--- src/rtl/dim_pkg.sv ---
package dim_pkg;

    // Control mode seen on the synchronized mode input.
    typedef enum logic {
        MODE_LOCAL  = 1'b0,
        MODE_REMOTE = 1'b1
    } ctl_mode_e;

    // One synchronized input: settled level plus single-cycle edge strobes.
    typedef struct packed {
        logic lvl;
        logic rise;
        logic fall;
    } sync_sig_t;

    // Channel positions on the synchronizer bus.
    localparam int unsigned CH_SEL  = 0;
    localparam int unsigned CH_SCK  = 1;
    localparam int unsigned CH_MODE = 2;
    localparam int unsigned CH_NUM  = 3;

    // Idle value of each channel: select high, clock low, mode high.
    localparam logic [CH_NUM-1:0] CH_IDLE = 3'b101;

    // Base current in local mode, in half-units (1.0).
    localparam int unsigned LOCAL_HALF_UNITS = 2;

    // Multiplier (stage + 0.5) in half-units; zero stage means off.
    function automatic int unsigned stage_half_units(int unsigned stage);
        if (stage == 0) begin
            return 0;
        end
        return 2 * stage + 1;
    endfunction

endpackage

--- src/rtl/dim_sync_edge.sv ---
module dim_sync_edge #(
    parameter logic IDLE_VAL = 1'b0
) (
    input  logic                clk,
    input  logic                rst,
    input  logic                raw_i,
    output dim_pkg::sync_sig_t  sig_o
);

    // [0] and [1] form the synchronizer, [2] holds the previous level.
    logic [2:0] pipe_q;

    always_ff @(posedge clk) begin
        if (rst) begin
            pipe_q <= {3{IDLE_VAL}};
        end else begin
            pipe_q <= {pipe_q[1:0], raw_i};
        end
    end

    always_comb begin
        sig_o.lvl  = pipe_q[1];
        sig_o.rise = pipe_q[1] & ~pipe_q[2];
        sig_o.fall = ~pipe_q[1] & pipe_q[2];
    end

endmodule

--- src/rtl/dim_marker_chain.sv ---
module dim_marker_chain #(
    parameter int unsigned STAGES = 7,
    parameter int unsigned LVL_W  = $clog2(STAGES + 1)
) (
    input  logic                clk,
    input  logic                rst,
    input  logic                remote_i,
    input  dim_pkg::sync_sig_t  sel_i,
    input  dim_pkg::sync_sig_t  sck_i,
    output logic                load_o,
    output logic [LVL_W-1:0]    load_lvl_o
);

    logic [STAGES-1:0] chain_q;
    logic              seed_q;
    logic              count_ok;

    // A clock edge counts only when select was low both before and now,
    // so edges coinciding with either select edge are dropped.
    assign count_ok = remote_i & ~sel_i.lvl & ~sel_i.fall & sck_i.rise;
    assign load_o   = remote_i & sel_i.rise;

    always_ff @(posedge clk) begin
        if (rst) begin
            chain_q <= '0;
            seed_q  <= 1'b0;
        end else if (remote_i && sel_i.fall) begin
            chain_q <= '0;
            seed_q  <= 1'b1;
        end else if (load_o) begin
            chain_q <= '0;
            seed_q  <= 1'b0;
        end else if (count_ok) begin
            chain_q <= {chain_q[STAGES-2:0], seed_q};
            seed_q  <= 1'b0;
        end
    end

    // Position of the marker, 1-based; empty chain gives 0.
    always_comb begin
        load_lvl_o = '0;
        for (int i = 0; i < STAGES; i++) begin
            if (chain_q[i]) begin
                load_lvl_o = LVL_W'(i + 1);
            end
        end
    end

    AST_MARKER_ONEHOT: assert property (@(posedge clk) disable iff (rst)
        $onehot0({chain_q, seed_q}));

    AST_SELECT_ARMS: assert property (@(posedge clk) disable iff (rst)
        (remote_i && sel_i.fall) |=> (seed_q && chain_q == '0));

    AST_RELEASE_EMPTIES: assert property (@(posedge clk) disable iff (rst)
        load_o |=> ({chain_q, seed_q} == '0));

    AST_PULSE_ENTERS_FIRST: assert property (@(posedge clk) disable iff (rst)
        (count_ok && seed_q) |=> chain_q[0]);

    AST_NO_OVERFLOW_RESIDUE: assert property (@(posedge clk) disable iff (rst)
        (count_ok && chain_q[STAGES-1]) |=> (chain_q == '0));

    AST_EDGE_WITH_SELECT_IGNORED: assert property (@(posedge clk) disable iff (rst)
        (remote_i && sel_i.rise && sck_i.rise) |=> (chain_q == '0));

endmodule

--- src/rtl/dim_level_hold.sv ---
module dim_level_hold #(
    parameter int unsigned STAGES        = 7,
    parameter int unsigned SETTLE_CYCLES = 1000,
    parameter int unsigned LVL_W         = $clog2(STAGES + 1),
    parameter int unsigned MULT_W        = LVL_W + 1,
    parameter int unsigned CNT_W         = $clog2(SETTLE_CYCLES + 1)
) (
    input  logic               clk,
    input  logic               rst,
    input  logic               remote_i,
    input  logic               sel_lvl_i,
    input  logic               load_i,
    input  logic [LVL_W-1:0]   load_lvl_i,
    output logic [LVL_W-1:0]   level_o,
    output logic [MULT_W-1:0]  mult_o,
    output logic               conv_en_o,
    output logic               settled_o
);

    logic [LVL_W-1:0]  level_q;
    logic [MULT_W-1:0] mult_prev_q;
    logic [CNT_W-1:0]  wait_q;
    logic              new_nonzero;
    logic              restart;

    always_ff @(posedge clk) begin
        if (rst) begin
            level_q <= '0;
        end else if (load_i) begin
            level_q <= load_lvl_i;
        end
    end

    always_comb begin
        if (remote_i) begin
            mult_o = MULT_W'(dim_pkg::stage_half_units(int'(level_q)));
        end else if (!sel_lvl_i) begin
            mult_o = MULT_W'(dim_pkg::LOCAL_HALF_UNITS);
        end else begin
            mult_o = '0;
        end
    end

    assign level_o     = level_q;
    assign conv_en_o   = (mult_o != '0);
    assign new_nonzero = load_i && (load_lvl_i != '0);
    assign restart     = !conv_en_o || new_nonzero || (mult_o != mult_prev_q);

    // Stabilization timer: restarts on any change of the requested current.
    always_ff @(posedge clk) begin
        if (rst) begin
            mult_prev_q <= '0;
            wait_q      <= '0;
        end else begin
            mult_prev_q <= mult_o;
            if (restart) begin
                wait_q <= '0;
            end else if (wait_q != CNT_W'(SETTLE_CYCLES)) begin
                wait_q <= wait_q + 1'b1;
            end
        end
    end

    assign settled_o = conv_en_o && (wait_q == CNT_W'(SETTLE_CYCLES));

    AST_SETTLED_NEEDS_ENABLE: assert property (@(posedge clk) disable iff (rst)
        settled_o |-> conv_en_o);

    AST_RELATCH_UNSETTLES: assert property (@(posedge clk) disable iff (rst)
        (SETTLE_CYCLES > 0 && new_nonzero) |=> !settled_o);

    AST_LOCAL_KEEPS_LEVEL: assert property (@(posedge clk) disable iff (rst)
        !remote_i |=> $stable(level_q));

    AST_ZERO_LEVEL_OFF: assert property (@(posedge clk) disable iff (rst)
        (remote_i && level_q == '0) |-> !conv_en_o);

endmodule

--- src/rtl/pulse_dimmer_ctrl.sv ---
module pulse_dimmer_ctrl #(
    parameter int unsigned STAGES        = 7,
    parameter int unsigned SETTLE_CYCLES = 10_000_000
) (
    input  logic                           clk,
    input  logic                           rst,
    input  logic                           sel_n_i,
    input  logic                           sck_i,
    input  logic                           remote_i,
    output logic [$clog2(STAGES+1)-1:0]    level_o,
    output logic [$clog2(STAGES+1):0]      mult_o,
    output logic                           conv_en_o,
    output logic                           settled_o
);

    import dim_pkg::*;

    localparam int unsigned LVL_W  = $clog2(STAGES + 1);
    localparam int unsigned MULT_W = LVL_W + 1;
    localparam int unsigned CNT_W  = $clog2(SETTLE_CYCLES + 1);

    logic [CH_NUM-1:0] raw_bus;
    sync_sig_t         sig [CH_NUM];
    ctl_mode_e         mode;
    logic              remote;
    logic              load;
    logic [LVL_W-1:0]  load_lvl;
    logic              unused_edges;

    assign raw_bus[CH_SEL]  = sel_n_i;
    assign raw_bus[CH_SCK]  = sck_i;
    assign raw_bus[CH_MODE] = remote_i;

    for (genvar g = 0; g < CH_NUM; g++) begin : g_sync
        dim_sync_edge #(
            .IDLE_VAL(CH_IDLE[g])
        ) u_sync (
            .clk   (clk),
            .rst   (rst),
            .raw_i (raw_bus[g]),
            .sig_o (sig[g])
        );
    end

    assign mode         = ctl_mode_e'(sig[CH_MODE].lvl);
    assign remote       = (mode == MODE_REMOTE);
    assign unused_edges = ^{sig[CH_SCK].lvl, sig[CH_SCK].fall,
                            sig[CH_MODE].rise, sig[CH_MODE].fall};

    dim_marker_chain #(
        .STAGES (STAGES),
        .LVL_W  (LVL_W)
    ) u_chain (
        .clk        (clk),
        .rst        (rst),
        .remote_i   (remote),
        .sel_i      (sig[CH_SEL]),
        .sck_i      (sig[CH_SCK]),
        .load_o     (load),
        .load_lvl_o (load_lvl)
    );

    dim_level_hold #(
        .STAGES        (STAGES),
        .SETTLE_CYCLES (SETTLE_CYCLES),
        .LVL_W         (LVL_W),
        .MULT_W        (MULT_W),
        .CNT_W         (CNT_W)
    ) u_hold (
        .clk        (clk),
        .rst        (rst),
        .remote_i   (remote),
        .sel_lvl_i  (sig[CH_SEL].lvl),
        .load_i     (load),
        .load_lvl_i (load_lvl),
        .level_o    (level_o),
        .mult_o     (mult_o),
        .conv_en_o  (conv_en_o),
        .settled_o  (settled_o)
    );

endmodule

--- config.mk ---
export PLATFORM = sky130hd
export DESIGN_NAME = pulse_dimmer_ctrl
export DESIGN_NICKNAME = d
export VERILOG_FILES = /design/src/rtl/dim_pkg.sv /design/src/rtl/dim_sync_edge.sv /design/src/rtl/dim_marker_chain.sv /design/src/rtl/dim_level_hold.sv /design/src/rtl/pulse_dimmer_ctrl.sv
export SDC_FILE = /design/constraint.sdc
export NUM_CORES = 1
export LEC_CHECK = 0
export ABC_AREA = 1
export BUFFER_PORTS_ARGS = -buffer_cell sky130_fd_sc_hd__clkbuf_2
export CORE_AREA = 3 3 77 79
export CTS_CLUSTER_DIAMETER = 200
export DETAILED_ROUTE_END_ITERATION = 10
export DIE_AREA = 0 0 80 82
export PLACE_DENSITY = 0.59
export SLEW_MARGIN = 20
export SYNTH_ARGS = -nofsm -noshare
export SYNTH_HDL_FRONTEND = slang
export SYNTH_HIERARCHICAL = 1
export SYNTH_SLANG_ARGS = --single-unit
--- constraint.sdc ---
create_clock -name clk -period 1.66 [get_ports clk]
set_input_delay 0.249 -clock clk [delete_from_list [all_inputs] [get_ports clk]]
set_output_delay 0.249 -clock clk [all_outputs]
set_load 0.005 [all_outputs]
# Word level (Yosys, flattened, before mapping)

Cells that the tools add are included.

Add/sub/neg operators: 2
Eq/ne operators: 3
Multiplexer cells: 15
Bitwise gates (word level): 11
Reduce and logical (&&, ||, !) cells: 12

Operators by type and width:

| cell                                           | number |
|---|---|
| adder 24 x 1 -> 24 bit (second input constant) | 1 |
| == test 24 bit (second input constant)         | 1 |
| inequality test 24 bit (second input constant) | 1 |
| 2-to-1 mux 3 bit                               | 4 |
| 2-to-1 mux 4 bit                               | 2 |
| bitwise AND 1 bit                              | 7 |
| 2-to-1 mux 1 bit                               | 6 |
| 2-to-1 mux 2 bit                               | 3 |
| nonzero test 3 bit                             | 2 |
| adder 4 x 1 -> 4 bit (second input constant)   | 1 |
| inequality test 4 bit                          | 1 |
| NOT 1 bit                                      | 4 |
| nonzero test 4 bit                             | 1 |
| logical AND 1 bit                              | 3 |
| logical NOT 3 bit                              | 1 |
| OR reduction 3 bit                             | 1 |
| logical OR 1 bit                               | 2 |
| OR reduction 2 bit                             | 1 |
| logical NOT 1 bit                              | 1 |

Flip-flop bits (word level): 47
Input port bits: 5
Output and inout port bits: 9
Word-level logic and storage cells: 51

# Logic depth before layout (Yosys ltp)

Gate-level depths: netlist of run 1.

Word-level depth: 12
Gate-level depth with buffers: 17

# Cells and area by module

The synthesis of run 1 kept the hierarchy.

Modules (own cells, without submodules):

| module                                | times used | cells each | area an instance (µm²) | sequential area each (µm²) |
|---|---|---|---|---|
| dim_level_hold                        | 1          | 264        | 1634.1                 | 620.6 |
| dim_marker_chain                      | 1          | 59         | 396.6                  | 160.2 |
| dim_sync_edge at g_sync[0].u_sync ... | 2          | 14         | 105.1                  | 60.1 |
| dim_sync_edge at g_sync[1].u_sync     | 1          | 13         | 101.3                  | 60.1 |

# Least setup slack after synthesis of run 1

OpenSTA, ideal clock, no wires.

Kind: register to register
Start point: register u_chain.chain_q[1]
End point: register u_hold.wait_q[18]
Setup time: 64 ps
Arrival time: 1399 ps
Data required time: 1596 ps
Path slack: 197 ps
Stages on the path, launching flop included: 18
Path buffers: 1
Clock period less this slack: 1463 ps
Cells stage by stage: dfxtp_1 inv_1 nand2_1 nand2_1 nand2_1 nand2_1 nand2_1 nand2_1 nor2_1 nand2_1 nand2_1 nand2_1 nor2_1 nand2_1 nor2_4 buf_6 nand2_1 nor2_1

Word-level cells in the longest chain between the ends: 11

Ends and longest elaborated chain:

| element                        | RTL line                | RTL |
|---|---|---|
| start: declaration             | dim_marker_chain.sv:14  | `logic [STAGES-1:0] chain_q;` |
| start signal: assignment       | dim_marker_chain.sv:34  | `chain_q <= {chain_q[STAGES-2:0], seed_q};` |
| 2-to-1 mux 2 bit (2 in series) | dim_marker_chain.sv:43  | `if (chain_q[i]) begin` |
| 2-to-1 mux 3 bit (4 in series) | dim_marker_chain.sv:43  |  |
| named net load_lvl[0]          | pulse_dimmer_ctrl.sv:27 | `logic [LVL_W-1:0] load_lvl;` |
| nonzero test 3 bit             | dim_level_hold.sv:46    | `assign new_nonzero = load_i && (load_lvl_i != '0);` |
| logical AND 1 bit              | dim_level_hold.sv:46    |  |
| logical OR 1 bit (2 in series) | dim_level_hold.sv:47    | `assign restart = !conv_en_o \|\| new_nonzero \|\| (mult_o != mult_prev_q);` |
| OR reduction 2 bit (no line)   | n/a                     |  |
| end signal: assignment         | dim_level_hold.sv:59    | `wait_q <= wait_q + 1'b1;` |
| end: declaration               | dim_level_hold.sv:22    | `logic [CNT_W-1:0] wait_q;` |

The timed path passes the listed nets, and every way through them passes these cells.
A chain may end at the register's enable or synchronous reset.

# Worst setup path after layout of run 1

Start point: register u_hold.wait_q[0]
End point: output settled_o

Word-level cells in the longest chain between the ends: 2

Ends and longest elaborated chain:

| element           | RTL line                | RTL |
|---|---|---|
| == test 24 bit    | dim_level_hold.sv:64    | `assign settled_o = conv_en_o && (wait_q == CNT_W'(SETTLE_CYCLES));` |
| logical AND 1 bit | dim_level_hold.sv:64    |  |
| end: declaration  | pulse_dimmer_ctrl.sv:13 | `output logic settled_o` |

No other way between the ends.

==> results of run 1 <==
sequential cells by signal (all words and copies together), names as in the netlist:
name,count
u_hold/wait_q,24
g_sync.u_sync/pipe_q,8
u_chain/chain_q,7
u_hold/mult_prev_q,4
u_hold/level_o,3
u_chain/seed_q,1
worst register-to-register path, stage by stage (launching register included):
cell and delay (ns):
dfxtp_2 0.35, inv_1 0.04, nand2_1 0.05, nand2_1 0.04
nand2_1 0.05, nand2_1 0.04, nand2_1 0.05, nand2_1 0.06
nor2_1 0.09, nand2_1 0.06, nand2_1 0.07, nand2_1 0.06
nor2_1 0.09, nand2_1 0.09, nor2_4 0.11, buf_12 0.15
nand2_1 0.06, nor2_1 0.08
per-stage QoR:
stage	setup TNS [ns]	instances	instance area [um2]
after floorplan	0	355	2290
after global placement	0	449	2520
after detailed placement	0	449	2520
after CTS	0	463	2690
after global routing	-1.81	464	2750
final	0	464	2750
worst paths after layout:
check                                                            from                               endpoint
worst min register to register  g_sync[1].u_sync/pipe_q[0]$_SDFF_PP0_  g_sync[1].u_sync/pipe_q[1]$_SDFF_PP0_
worst max-delay path                    u_hold/wait_q[0]$_SDFFE_PP0P_                              settled_o
worst max register to register        u_chain/chain_q[1]$_SDFFE_PP0P_          u_hold/wait_q[9]$_SDFFE_PP0P_
worst min-delay path                                          sel_n_i  g_sync[0].u_sync/pipe_q[0]$_SDFF_PP1_
per-layer routing:
layer / GRT usage (%) / up-vias / share of wire [%]
met5: 0 / - / 0
met4: 4.05 / 0 / 0.62
met3: 4.39 / 2 / 3.6
met2: 27.8 / 28 / 49
met1: 19.0 / 905 / 47
li1: - / 1150 / -
report_power, final:
| group | internal, mW | switching, mW | total [mW] |
|---|---|---|---|
| Clock | 0.280 | 0.368 | 0.648 |
| Combinational | 0.0627 | 0.0910 | 0.154 |
| Sequential | 1.14 | 0.0106 | 1.15 |
| Total | 1.49 | 0.469 | 1.96 |
cell usage in the layout, fill, tap and decap left out, types with 3 or more instances in the layout:
cell and n:
xor2_1 3, nor2_1 75, o21ai_0 9, o21ai_1 3
nand2_1 90, inv_2 4, nor2_2 4, dfxtp_2 10
nand3_1 20, a21oi_1 13, dfxtp_1 37, nand4_1 3
nor2_4 5, buf_4 21, inv_1 52, clkbuf_8 5
nand2_2 7, clkbuf_2 12
cell type report:
type / count / area (um2)
Clock buffer: 5 / 68.8
Clock inverter: 1 / 7.51
Fill cell: 566 / 2660
Inverter: 57 / 219
Multi-Input combinational cell: 247 / 1160
Sequential cell: 47 / 953
Tap cell: 72 / 90.1
Timing Repair Buffer: 35 / 243
what timing repair did:
| item | CTS | global route |
|---|---|---|
| endpoints found under the setup margin | 1 | 25 |
| buffers inserted | 8 | 1 |
| gates resized for setup | 13 | 18 |
| pin swaps | 4 | 6 |
==> out/metrics.cfg, run 1 <==
[sta]
tightest_slew_ns=0.275
whs_ns=0.128
slew-limit-headroom_pct=81.6
setup_ws_ns=0.0107
maxSlewViolCount=0
setup_viol=0
finClkSkew_ns=0.0109
final_hold_viol_count=0
fin_crit_sh_pct=99.4
fmax_mhz=606
rsz0062_at_grt=true
post-route-min-period_ns=1.65

[setup_path]
cpMaxStageDelayCell=dfxtp_2
path_cells=inv_2 -> ha_4 -> nand3_2 -> nor2_4 -> nand3_2 -> a21oi_2 -> buf_2
slowest_delay_ns=0.33
worstPathArrival_ns=1.40
r2r_cells=17
path_buf_inv=2
cp.depth=7
cp-start-kind=flop
critical_path.top_delay_family=flip-flops
worstSetupEndpointType=output pin
timing_worst_setup_path_type=flop to output pin
crit_top_cell=nand3_2
rrSetupSlack_ns=0.06
cp.required_ns=1.41
crit_fanout=2

[placement]
portBuffers=13
dp_slack_ns=0.0539
gp_congestion=0.777
dp_hpwl_um=3370

[final_layout]
layout.nets=400
area_growth_pct=20.0
final_util_pct=50.8
drive_gt1_share_pct=20.4
antenna_cells=0

[floorplan]
ios=14
fp.coreArea_um2=5410
initial_utilization_pct=42.3
fp.dieH_um=82
num_rows=27
die_w_um=80
dieArea_um2=6560

[synthesis]
syn_avg_cell_area_um2=6.45
synthesis.nets=362
synth_area_um2=2290
yosys_warnings=6
syn_inst=355

[grt]
grt_use_total_pct=15.8
grt_pass1_vias=1915
grt_pass1_wl_um=8220
grt_max_degree=16
gr-total-overflow=0
grt_antenna_before_repair=0

[power]
max-vdd-ir-drop_uv=404
p_total_mw=1.96
p_leak_nw=1.26
p_per_area_nw_per_um2=712

[hold_path]
hold_path_class=input port to flop
hold_depth=3

[detailed_routing]
post_drt_via_cell_ratio=4.49
route.antenna.remaining_nets=0
drc=0
drt-total-wl_um=4680
drt-pass1-iter-count=4
drtIter0Drc=72
via_count=2085
routedWlPerCell_um=10.1

[clock_network]
path_clk_slew_ns=0.09
clock_latency_ns=0.29
cts_buffers=5
numClockSinks=47
cts_root_buf=clkbuf_8
htree_levels=2
holdBufCountCts=0
clk_path_buf_depth=2
tritoncts=done

[job]
cap_violations=0

[run_status]
status=completed

Power figures use the tool's default switching activity.
==> inputs of run 2 (changes only) <==
- PLACE_DENSITY: 0.59 -> 0.61
- SKIP_LAST_GASP: default -> 1
- clock period: 1.66 -> 1.45 ns (I/O delays scaled with it)
==> out/metrics.cfg, run 2 (same netlist as run 1, synthesis figures left out) <==
[run_status]
status=complete, but fails checks
violations=setup timing

[power]
p_per_area_nw_per_um2=798
p_total_mw=2.57
max-vdd-ir-drop_uv=526
p_leak_nw=1.50

[clock_network]
path_clk_slew_ns=0.10
htree_levels=2
cts_root_buf=clkbuf_8
numClockSinks=47
tritoncts=done
clock_latency_ns=0.30
clk_path_buf_depth=2
cts_buffers=5

[sta]
fin_setup_tns_ns=-3.65
setup_viol=26
slew-limit-headroom_pct=78.8
fmax_mhz=590
rsz0062_at_grt=true
final_hold_viol_count=0
tightest_slew_ns=0.317
finClkSkew_ns=0.00859
maxSlewViolCount=0
setup_ws_ns=-0.245
fin_crit_sh_pct=117
post-route-min-period_ns=1.69

[detailed_routing]
via_count=2300
drt-total-wl_um=5490
post_drt_via_cell_ratio=4.58
route.antenna.remaining_nets=0
drc=0
routedWlPerCell_um=10.9
drtIter0Drc=125
drt-pass1-iter-count=4

[setup_path]
crit_top_cell=nand2_1
cp-start-kind=flop
crit_fanout=7
critical_path.top_delay_family=simple AND/OR/NAND/NOR gates
worstSetupEndpointType=flop
path_cells=buf_4 -> o211ai_1 -> nand3_1 -> inv_2 -> nand2_1 -> nand2_2 -> nand2_1 -> nor2_1 -> nand2_1 -> nor2_4 -> clkbuf_16 -> nand2_1 -> nor2_1
worstPathArrival_ns=1.93
path_buf_inv=3
cpMaxStageDelayCell=dfxtp_2
slowest_delay_ns=0.33
cp.required_ns=1.68
timing_worst_setup_path_type=flop to flop

[floorplan]
die_w_um=80
num_rows=27
fp.coreArea_um2=5410
ios=14
fp.dieH_um=82
dieArea_um2=6560
initial_utilization_pct=42.3

[final_layout]
regMostFlops=u_hold/wait_q
layout_common_cells=nand2_1, nor2_1, inv_1, buf_4, dfxtp_1
drive_gt1_share_pct=32.8
antenna_cells=0
final_common_cell=nand2_1
final_util_pct=59.7
fin_area_um2=3220
fill_cells=503
area_growth_pct=40.9
largest_reg_flops=24
largest_registers=u_hold/wait_q x24, g_sync.u_sync/pipe_q x8, u_chain/chain_q x7
layout.nets=436
final_cells=502

[grt]
gr-total-overflow=0
grt_max_degree=17
grt_antenna_before_repair=0
grt_pass1_vias=2070
grt_pass1_wl_um=8970
grt_use_total_pct=17.4

[placement]
postPlaceCellArea_um2=2730
dp_hpwl_um=3720
gp_congestion=0.780
portBuffers=13
placed_cells=476

[job]
cap_violations=0

[hold_path]
hold_path_class=input port to flop

## run 2: where the power goes
| part | internal [mW] | leakage (nW) | switching, mW |
|---|---|---|---|
| sequential | 1.31 | 0.385 | 0.0136 |
| combinational | 0.126 | 1.06 | 0.130 |
| clock | 0.523 | 0.0587 | 0.471 |
## run 2: routing by layer
| metal | wire, um | track usage (%) |
|---|---|---|
| met1 | 2350 | 19.9 |
| met4 | 59 | 6.25 |
| met3 | 193 | 3.95 |
| met5 | 0 | 0 |
| met2 | 2880 | 31.7 |
## run 2: area by class of cell
class	count	area [um2]	area share, %
timing repair buffer	71	577	17.9
clock buffer	5	68.8	2.13
multi-input combinational	247	1260	39.1
sequential	47	957	29.7
tap	72	90.1	2.79
clock inverter	3	47.5	1.47
inverter	57	224	6.95
## run 2: final timing paths
check / from / to / slack, ns / cells past startpoint
max: u_chain/chain_q[1]$_SDFFE_PP0P_ / u_hold/wait_q[13]$_SDFFE_PP0P_ / -0.24 / 13
min: remote_i / g_sync[2].u_sync/pipe_q[0]$_SDFF_PP1_ / 0.09 / 3
max reg2reg: u_chain/chain_q[1]$_SDFFE_PP0P_ / u_hold/wait_q[13]$_SDFFE_PP0P_ / -0.24 / 13
min reg2reg: g_sync[0].u_sync/pipe_q[0]$_SDFF_PP1_ / g_sync[0].u_sync/pipe_q[1]$_SDFF_PP1_ / 0.41 / 2
## run 2: timing repair
action                     CTS  global route
gates cloned                 0             1
pin swaps                    9            10
setup buffers               13             7
resized for setup           46            26
setup endpoints to repair   27            30
hold buffers                 0             0
## run 2: metrics by stage
step                      setup WS (ns)  hold slack (ns)
after floorplan                  0.0104            0.289
after CTS                        -0.170           0.0693
after global routing             -0.363           0.0859
final                            -0.245           0.0852
after detailed placement         -0.115            0.387
after global placement          -0.0670            0.383
## run 2: worst reg2reg max path, stage by stage, from the launching register on
cell and delay [ns]:
dfxtp_2 0.33, buf_4 0.13, o211ai_1 0.17, nand3_1 0.11, inv_2 0.07, nand2_1 0.06, nand2_2 0.07, nand2_1 0.05
nor2_1 0.09, nand2_1 0.08, nor2_4 0.16, clkbuf_16 0.18, nand2_1 0.05, nor2_1 0.09
